<file path="config.mk">
export PLATFORM = sky130hd
export DESIGN_NAME = solver_dist_ctrl
export DESIGN_NICKNAME = d
export VERILOG_FILES = /design/src/rtl/sdc_pkg.sv /design/src/rtl/sdc_stall_qual.sv /design/src/rtl/sdc_ack_barrier.sv /design/src/rtl/sdc_level_mem.sv /design/src/rtl/solver_dist_ctrl.sv
export SDC_FILE = /design/constraint.sdc
export NUM_CORES = 1
export LEC_CHECK = 0
export ABC_CLOCK_PERIOD_IN_PS = 3700
export BUFFER_PORTS_ARGS = -buffer_cell sky130_fd_sc_hd__buf_2
export CAP_MARGIN = 40
export CORE_ASPECT_RATIO = 0.75
export CORE_MARGIN = 3
export CORE_UTILIZATION = 54
export CTS_CLUSTER_DIAMETER = 60
export DETAILED_ROUTE_END_ITERATION = 12
export PLACE_DENSITY_LB_ADDON = 0.05
export RECOVER_POWER = 25
export SLEW_MARGIN = 20
export SYNTH_ARGS = -nofsm -noshare
export SYNTH_HDL_FRONTEND = slang
export SYNTH_SLANG_ARGS = --single-unit
</file>
<file path="constraint.sdc">
create_clock -name clk -period 3.7 [get_ports clk]
set_input_delay 0 -clock clk [delete_from_list [all_inputs] [get_ports clk]]
set_output_delay 0 -clock clk [all_outputs]
set_load 0.01 [all_outputs]
</file>
<file path="src/rtl/sdc_pkg.sv">
`timescale 1ns/1ps
package sdc_pkg;
  typedef enum logic [2:0] {
    OP_PUSH   = 3'd0,
    OP_BIND   = 3'd1,
    OP_POP    = 3'd2,
    OP_HALT   = 3'd3,
    OP_RESUME = 3'd4
  } sdc_op_e;

  typedef enum logic [3:0] {
    ST_IDLE, ST_WAIT, ST_PUSH, ST_PACK, ST_BIND,
    ST_RES,  ST_HALT, ST_POP,  ST_QACK, ST_DONE
  } sdc_state_e;
endpackage

</file>
<file path="src/rtl/sdc_stall_qual.sv">
`timescale 1ns/1ps
module sdc_stall_qual #(
  parameter int RUN_LEN = 2
) (
  input  logic clk,
  input  logic rst_n,
  input  logic arm_i,
  input  logic quiet_i,
  output logic stall_o
);
  localparam int CW = $clog2(RUN_LEN + 1);

  logic [CW-1:0] cnt_q, cnt_d;

  always_comb begin
    if (!arm_i || !quiet_i)              cnt_d = '0;
    else if (cnt_q == CW'(RUN_LEN))      cnt_d = cnt_q;
    else                                 cnt_d = cnt_q + CW'(1);
  end

  always_ff @(posedge clk or negedge rst_n) begin
    if (!rst_n) cnt_q <= '0;
    else        cnt_q <= cnt_d;
  end

  assign stall_o = arm_i && (cnt_q == CW'(RUN_LEN));


  quiet_before_stall_chk: assert property (@(posedge clk) disable iff (!rst_n)
    stall_o |-> $past(quiet_i));
endmodule

</file>
<file path="src/rtl/sdc_ack_barrier.sv">
`timescale 1ns/1ps
module sdc_ack_barrier #(
  parameter int N = 4
) (
  input  logic         clk,
  input  logic         rst_n,
  input  logic         clr_i,
  input  logic [N-1:0] ack_i,
  output logic         all_o
);
  logic [N-1:0] seen_q, seen_d;

  always_comb begin
    if (clr_i) seen_d = '0;
    else       seen_d = seen_q | ack_i;
  end

  always_ff @(posedge clk or negedge rst_n) begin
    if (!rst_n) seen_q <= '0;
    else        seen_q <= seen_d;
  end

  assign all_o = &(seen_q | ack_i);
endmodule

</file>
<file path="src/rtl/sdc_level_mem.sv">
`timescale 1ns/1ps
module sdc_level_mem #(
  parameter int DEPTH = 3,
  parameter int W     = 3,
  parameter int IW    = 2
) (
  input  logic          clk,
  input  logic          rst_n,
  input  logic          we_i,
  input  logic [IW-1:0] widx_i,
  input  logic [W-1:0]  wdata_i,
  input  logic [IW-1:0] ridx_i,
  output logic [W-1:0]  rdata_o
);
  logic [W-1:0] slot [DEPTH];

  for (genvar i = 0; i < DEPTH; i++) begin : g_slot
    always_ff @(posedge clk or negedge rst_n) begin
      if (!rst_n)                             slot[i] <= '0;
      else if (we_i && (widx_i == IW'(i)))    slot[i] <= wdata_i;
    end
  end

  always_comb begin
    rdata_o = '0;
    for (int k = 0; k < DEPTH; k++)
      if (ridx_i == IW'(k)) rdata_o = slot[k];
  end
endmodule

</file>
<file path="src/rtl/solver_dist_ctrl.sv">
`timescale 1ns/1ps
module solver_dist_ctrl
  import sdc_pkg::*;
#(
  parameter int N_NODES = 4,
  parameter int N_VARS  = 3,
  parameter int N_VALS  = 4,
  localparam int NODE_W = (N_NODES > 1) ? $clog2(N_NODES) : 1,
  localparam int VAR_W  = (N_VARS  > 1) ? $clog2(N_VARS)  : 1,
  localparam int VAL_W  = (N_VALS  > 1) ? $clog2(N_VALS)  : 1
) (
  input  logic               clk,
  input  logic               rst_n,
  input  logic               start,
  input  logic [N_NODES-1:0] node_idle,
  input  logic               upd_busy,
  input  logic [N_NODES-1:0] node_ack,
  input  logic [N_NODES-1:0] node_viol,
  input  logic [N_NODES-1:0] node_full,
  output logic               cmd_valid,
  output logic [2:0]         cmd_op,
  output logic [NODE_W-1:0]  cmd_node,
  output logic [VAR_W-1:0]   cmd_var,
  output logic [VAL_W-1:0]   cmd_val,
  output logic               done,
  output logic               solved
);
  localparam int DEP_W = $clog2(N_VARS + 1);
  localparam int CNT_W = $clog2(N_VALS + 1);

  sdc_state_e       state_q, state_d;
  logic [DEP_W-1:0] depth_q, depth_d;
  logic             solved_q, solved_d;
  logic             stall_q, acks_done;
  logic             mem_we;
  logic [CNT_W-1:0] mem_wdata, cand;
  logic [VAR_W-1:0] rd_idx;

  sdc_stall_qual #(.RUN_LEN(2)) u_stall (
    .clk(clk), .rst_n(rst_n),
    .arm_i(state_q == ST_WAIT),
    .quiet_i((&node_idle) && !upd_busy),
    .stall_o(stall_q)
  );

  sdc_ack_barrier #(.N(N_NODES)) u_barrier (
    .clk(clk), .rst_n(rst_n),
    .clr_i((state_q == ST_PUSH) || (state_q == ST_POP)),
    .ack_i(node_ack),
    .all_o(acks_done)
  );

  assign rd_idx = (state_q == ST_QACK) ? VAR_W'(depth_q - DEP_W'(1)) : VAR_W'(depth_q);

  sdc_level_mem #(.DEPTH(N_VARS), .W(CNT_W), .IW(VAR_W)) u_levels (
    .clk(clk), .rst_n(rst_n),
    .we_i(mem_we),
    .widx_i(VAR_W'(depth_q)),
    .wdata_i(mem_wdata),
    .ridx_i(rd_idx),
    .rdata_o(cand)
  );

  always_comb begin
    state_d   = state_q;
    depth_d   = depth_q;
    solved_d  = solved_q;
    mem_we    = 1'b0;
    mem_wdata = '0;
    unique case (state_q)
      ST_IDLE, ST_DONE: begin
        if (start) begin
          state_d  = ST_WAIT;
          depth_d  = '0;
          solved_d = 1'b0;
        end
      end
      ST_WAIT: begin
        if (|node_viol) begin
          state_d = (depth_q == '0) ? ST_DONE : ST_HALT;
        end else if (stall_q) begin
          if (depth_q == DEP_W'(N_VARS)) begin
            state_d  = ST_DONE;
            solved_d = 1'b1;
          end else if (|node_full) begin
            state_d = ST_DONE;
          end else begin
            state_d = ST_PUSH;
            mem_we  = 1'b1;
          end
        end
      end
      ST_PUSH: state_d = ST_PACK;
      ST_PACK: if (acks_done) state_d = ST_BIND;
      ST_BIND: begin
        mem_we    = 1'b1;
        mem_wdata = cand + CNT_W'(1);
        depth_d   = depth_q + DEP_W'(1);
        state_d   = ST_RES;
      end
      ST_RES:  state_d = ST_WAIT;
      ST_HALT: state_d = ST_POP;
      ST_POP:  state_d = ST_QACK;
      ST_QACK: begin
        if (acks_done) begin
          depth_d = depth_q - DEP_W'(1);
          if (cand < CNT_W'(N_VALS))      state_d = ST_PUSH;
          else if (depth_q == DEP_W'(1))  state_d = ST_DONE;
          else                            state_d = ST_POP;
        end
      end
      default: state_d = ST_IDLE;
    endcase
  end

  always_ff @(posedge clk or negedge rst_n) begin
    if (!rst_n) begin
      state_q  <= ST_IDLE;
      depth_q  <= '0;
      solved_q <= 1'b0;
    end else begin
      state_q  <= state_d;
      depth_q  <= depth_d;
      solved_q <= solved_d;
    end
  end

  always_comb begin
    cmd_valid = 1'b1;
    cmd_op    = OP_PUSH;
    cmd_node  = '0;
    cmd_var   = '0;
    cmd_val   = '0;
    case (state_q)
      ST_PUSH: cmd_op = OP_PUSH;
      ST_BIND: begin
        cmd_op   = OP_BIND;
        cmd_node = NODE_W'(32'(depth_q) % N_NODES);
        cmd_var  = VAR_W'(depth_q);
        cmd_val  = VAL_W'(cand);
      end
      ST_RES:  cmd_op = OP_RESUME;
      ST_HALT: cmd_op = OP_HALT;
      ST_POP:  cmd_op = OP_POP;
      default: cmd_valid = 1'b0;
    endcase
  end

  assign done   = (state_q == ST_DONE);
  assign solved = solved_q;


  bind_after_barrier_chk: assert property (@(posedge clk) disable iff (!rst_n)
    (cmd_valid && cmd_op == OP_BIND) |-> $past(acks_done));


  halt_on_viol_chk: assert property (@(posedge clk) disable iff (!rst_n)
    (state_q == ST_WAIT && (|node_viol) && depth_q != '0) |=> (cmd_valid && cmd_op == OP_HALT));


  verdict_hold_chk: assert property (@(posedge clk) disable iff (!rst_n)
    (done && !start) |=> (done && $stable(solved)));


  depth_bound_chk: assert property (@(posedge clk) disable iff (!rst_n)
    depth_q <= DEP_W'(N_VARS));
endmodule

</file>
==> results.sh <==
export IMPL_antenna_diode_count=0
export IMPL_power_share_combinational=0.474
export IMPL_final_hold_violation_count=0
export IMPL_layout_area_overhead_vs_synth_pct=20.2
export IMPL_setup_viol=0
export IMPL_synth_top_cells_by_area="dfrtp_1, nor2_1, ha_1, a32o_1, a21oi_1"
export IMPL_syn_instance_count=164
export IMPL_setup_slack_at_placement_ns=0.740
export IMPL_post_route_cells_drive_above_1_share=0.221
export IMPL_max_capacitance_violation_count=0
export IMPL_fin_crit_ns=2.99
export IMPL_max_slew_violation_count=0
export IMPL_floorplan_core_area_um2=2460
export IMPL_clockBufferDepth=2
export IMPL_rsz0062_at_grt="false"
export IMPL_place_gp_congestion=0.888
export IMPL_global_route_usage_total=0.250
export IMPL_critical_path_max_stage_delay_ns=0.67
export IMPL_power_density_cell_area_nw_per_um2=673
export IMPL_layout_core_utilization=0.730
export IMPL_drt_iter0_drc=219
export IMPL_fin_worst_skew_ns=0.00602
export IMPL_totalNegativeSetupSlack_ns=0
export IMPL_worst_setup_path_end_kind="flip-flop"
export IMPL_vias_in_the_first_global_route=1325
export IMPL_crit_path_top_delay_cell="dfrtp_1"
export IMPL_fp_row_count=15
export IMPL_synth_top_area_share=0.369
export IMPL_ys_warn_count=0
export IMPL_startpoint_class="flip-flop"
export IMPL_die_h_um=51.6
export IMPL_design_portCount=32
export IMPL_worstPathCellList="or4b_4 > clkinv_4 > mux2i_1 > mux2_4 > a22o_1 > ha_1 > xnor2_1 > a32o_1"
export IMPL_post_drt_wl_per_cell_um=16.9
export IMPL_timing_critical_path_required_ns=3.86
export IMPL_synth_edff_count=0
export IMPL_cts_resized=0
export IMPL_status="complete, no violations"
export IMPL_h_tree_depth=1
export IMPL_synth_seq_area_share=0.369
export IMPL_routed_via_density=6.25
export IMPL_synth_seq_cells=22
export IMPL_int_power_uw=698
export IMPL_synthDistinctLibCells=48
export IMPL_detailroute_via_count=1457
export IMPL_insertion_delay_ns=0.27
export IMPL_syn_avg_cell_area_um2=9.11
export IMPL_antenna_left=0
export IMPL_mappedNetlistNets=191
export IMPL_design_final_nets=227
export IMPL_p_clk_frac=0.189
export IMPL_synth_ff_type="dfrtp_1"
export IMPL_design_die_area_um2=3440
export IMPL_post_route_drc_count=0
export IMPL_p_seq_frac=0.337
export IMPL_numCtsBuffers=3
export IMPL_total_leakage_power_nw=0.815
export IMPL_power_switching_uw=510
export IMPL_hold_slack_ns=0.00386
export IMPL_ys_async_sr_fraction=1.00
export IMPL_worst_setup_hold_path_clk_slew_ns=0.09
export IMPL_stdcell_count=233
export IMPL_critPathKind="reg2reg"
export IMPL_dieWidth_um=66.7
export IMPL_netlist_top_cell_by_area="dfrtp_1"
export IMPL_max_clock_freq_mhz=334
export IMPL_transition_time_of_the_tightest_slew_check_pin_ns=1.21
export IMPL_clock_sink_count=22
export IMPL_cp_arrival_ns=3.15
export IMPL_grt_first_pass_wirelength_um=6400
export IMPL_grt_start_max_net_pins=23
export IMPL_placed_wire_length_estimate_after_detailed_placement_um=2830
export IMPL_io_buffer_count=31
export IMPL_timing_final_crit_share=0.809
export IMPL_netlist_top_cells_count="nor2_1, dfrtp_1, a21oi_1, inv_1"
export IMPL_clock_tree_from_tritoncts="yes"
export IMPL_drt_total_wl_um=3930
export IMPL_detail_route_first_pass_iterations=5
export IMPL_swShare=0.422
export IMPL_worstHoldPathType="in2reg"
export IMPL_worst_slew_margin_rel=0.190
export IMPL_antenna_found_initial=0
export IMPL_largest_voltage_drop_on_the_vdd_net_v=0.000361
export IMPL_clockRootBuffer="clkbuf_8"
export IMPL_cell_count_after_placement=220
export IMPL_worst_path_max_fanout=18
export IMPL_synth_cell_area_um2=1490
export IMPL_post_synth_top_count_cell="nor2_1"
export IMPL_grt_overflow_total=0
export IMPL_initial_utilization=0.608
export IMPL_worst_slack_ns=0.708
==> critical path: cells and delay by family, from the launching register on <==
| family | cells | cell delay, ns |
|---|---|---|
| adders and majority gates | 1 | 0.19 |
| muxes | 2 | 0.72 |
| DFF | 1 | 0.67 |
| AOI/OAI and AO/OA | 2 | 0.46 |
| and+or+nand+nor | 1 | 0.57 |
| buffers and inverters | 1 | 0.11 |
| xor gates and xnor gates | 1 | 0.15 |
==> layout by cell type (no fill, tap or decap), types with 2 or more instances in the layout <==
cell	instances
o311ai_0	2
nand2_1	7
clkbuf_8	3
nor2_1	25
ha_1	7
o31ai_1	2
nor4b_1	2
nor3_1	6
xor2_1	2
a21oi_1	8
nand3_1	5
nand2b_1	3
o21ai_0	5
nor4_1	4
a22oi_1	2
inv_1	8
dlygate4sd3_1	8
a22o_1	4
mux2i_1	3
and2_1	2
buf_2	31
a32o_1	6
o22ai_1	2
nand3b_1	3
dfrtp_1	22
o2bb2ai_1	2
==> worst paths after layout <==
| kind | start | end | slack [ns] | cells past startpoint |
|---|---|---|---|---|
| hold reg to reg | u_barrier.seen_q[3] | u_barrier.seen_q[3] | 0.49 | 2 |
| setup / recovery | state_q[3] | u_levels.slot[2] | 0.71 | 8 |
| min in group asynchronous | rst_n | depth_q[1] | 0.50 | 2 |
| max in group asynchronous | rst_n | state_q[1] | 2.48 | 2 |
| hold / removal | start | solved | 0.004 | 2 |
| setup reg to reg | state_q[3] | u_levels.slot[2] | 0.71 | 8 |
==> kinds of logic (layout without fill, tap and decap cells) <==
group / after synthesis / after routing / synth area share
and+or+nand+nor: 63 / 63 / 0.215
AOI/OAI and AO/OA: 45 / 45 / 0.239
DFF: 22 / 22 / 0.369
buffers and inverters: 19 / 54 / 0.0637
adders and majority gates: 7 / 7 / 0.0586
muxes: 5 / 5 / 0.0377
xor gates and xnor gates: 3 / 3 / 0.0176
==> state kept, by name, indices dropped and copies added, names as in the netlist <==
name / flops
depth_q: 2
u_barrier.seen_q: 4
u_stall.cnt_q: 2
solved: 1
u_levels.slot: 9
state_q: 4
==> layout make-up <==
type | instances | area, µm²
fill | 193 | 663
clock buffer | 3 | 41.3
inverter | 9 | 38.8
clock inverter | 1 | 30.0
tap | 34 | 42.5
timing repair buffer | 41 | 244
sequential | 22 | 551
multi-input combinational | 123 | 848
==> stage by stage <==
| stage | power, mW | cell area [µm²] |
|---|---|---|
| global route | 1.29 | 1800 |
| global placement | 0.939 | 1640 |
| CTS | 1.19 | 1790 |
| detailed placement | 0.956 | 1640 |
| floorplan | 0.834 | 1490 |
| finish | 1.21 | 1800 |
==> per-layer routing <==
layer / up-vias / GRT usage / part of all wire
met5: - / 0 / 0
met4: 0 / 0.0473 / 0.011
met3: 8 / 0.0562 / 0.11
met2: 86 / 0.377 / 0.44
met1: 680 / 0.370 / 0.44
li1: 683 / - / -
==> power by group through the flow <==
| stage | Sequential [mW] | Combinational, mW | Clock [mW] |
|---|---|---|---|
| 2_1_floorplan | 0.343 | 0.492 | 0 |
| 3_3_place_gp | 0.398 | 0.541 | 0 |
| 3_5_place_dp | 0.404 | 0.552 | 0 |
| 4_1_cts | 0.400 | 0.561 | 0.231 |
| 5_1_grt | 0.417 | 0.629 | 0.244 |
| 6_report | 0.408 | 0.573 | 0.228 |
==> what timing repair did <==
action | in CTS | in global routing
hold buffers | 8 | 0
setup buffers | 0 | 0
endpoints found under the hold margin | 28 | 0
(Power assumes the default switching activity.)
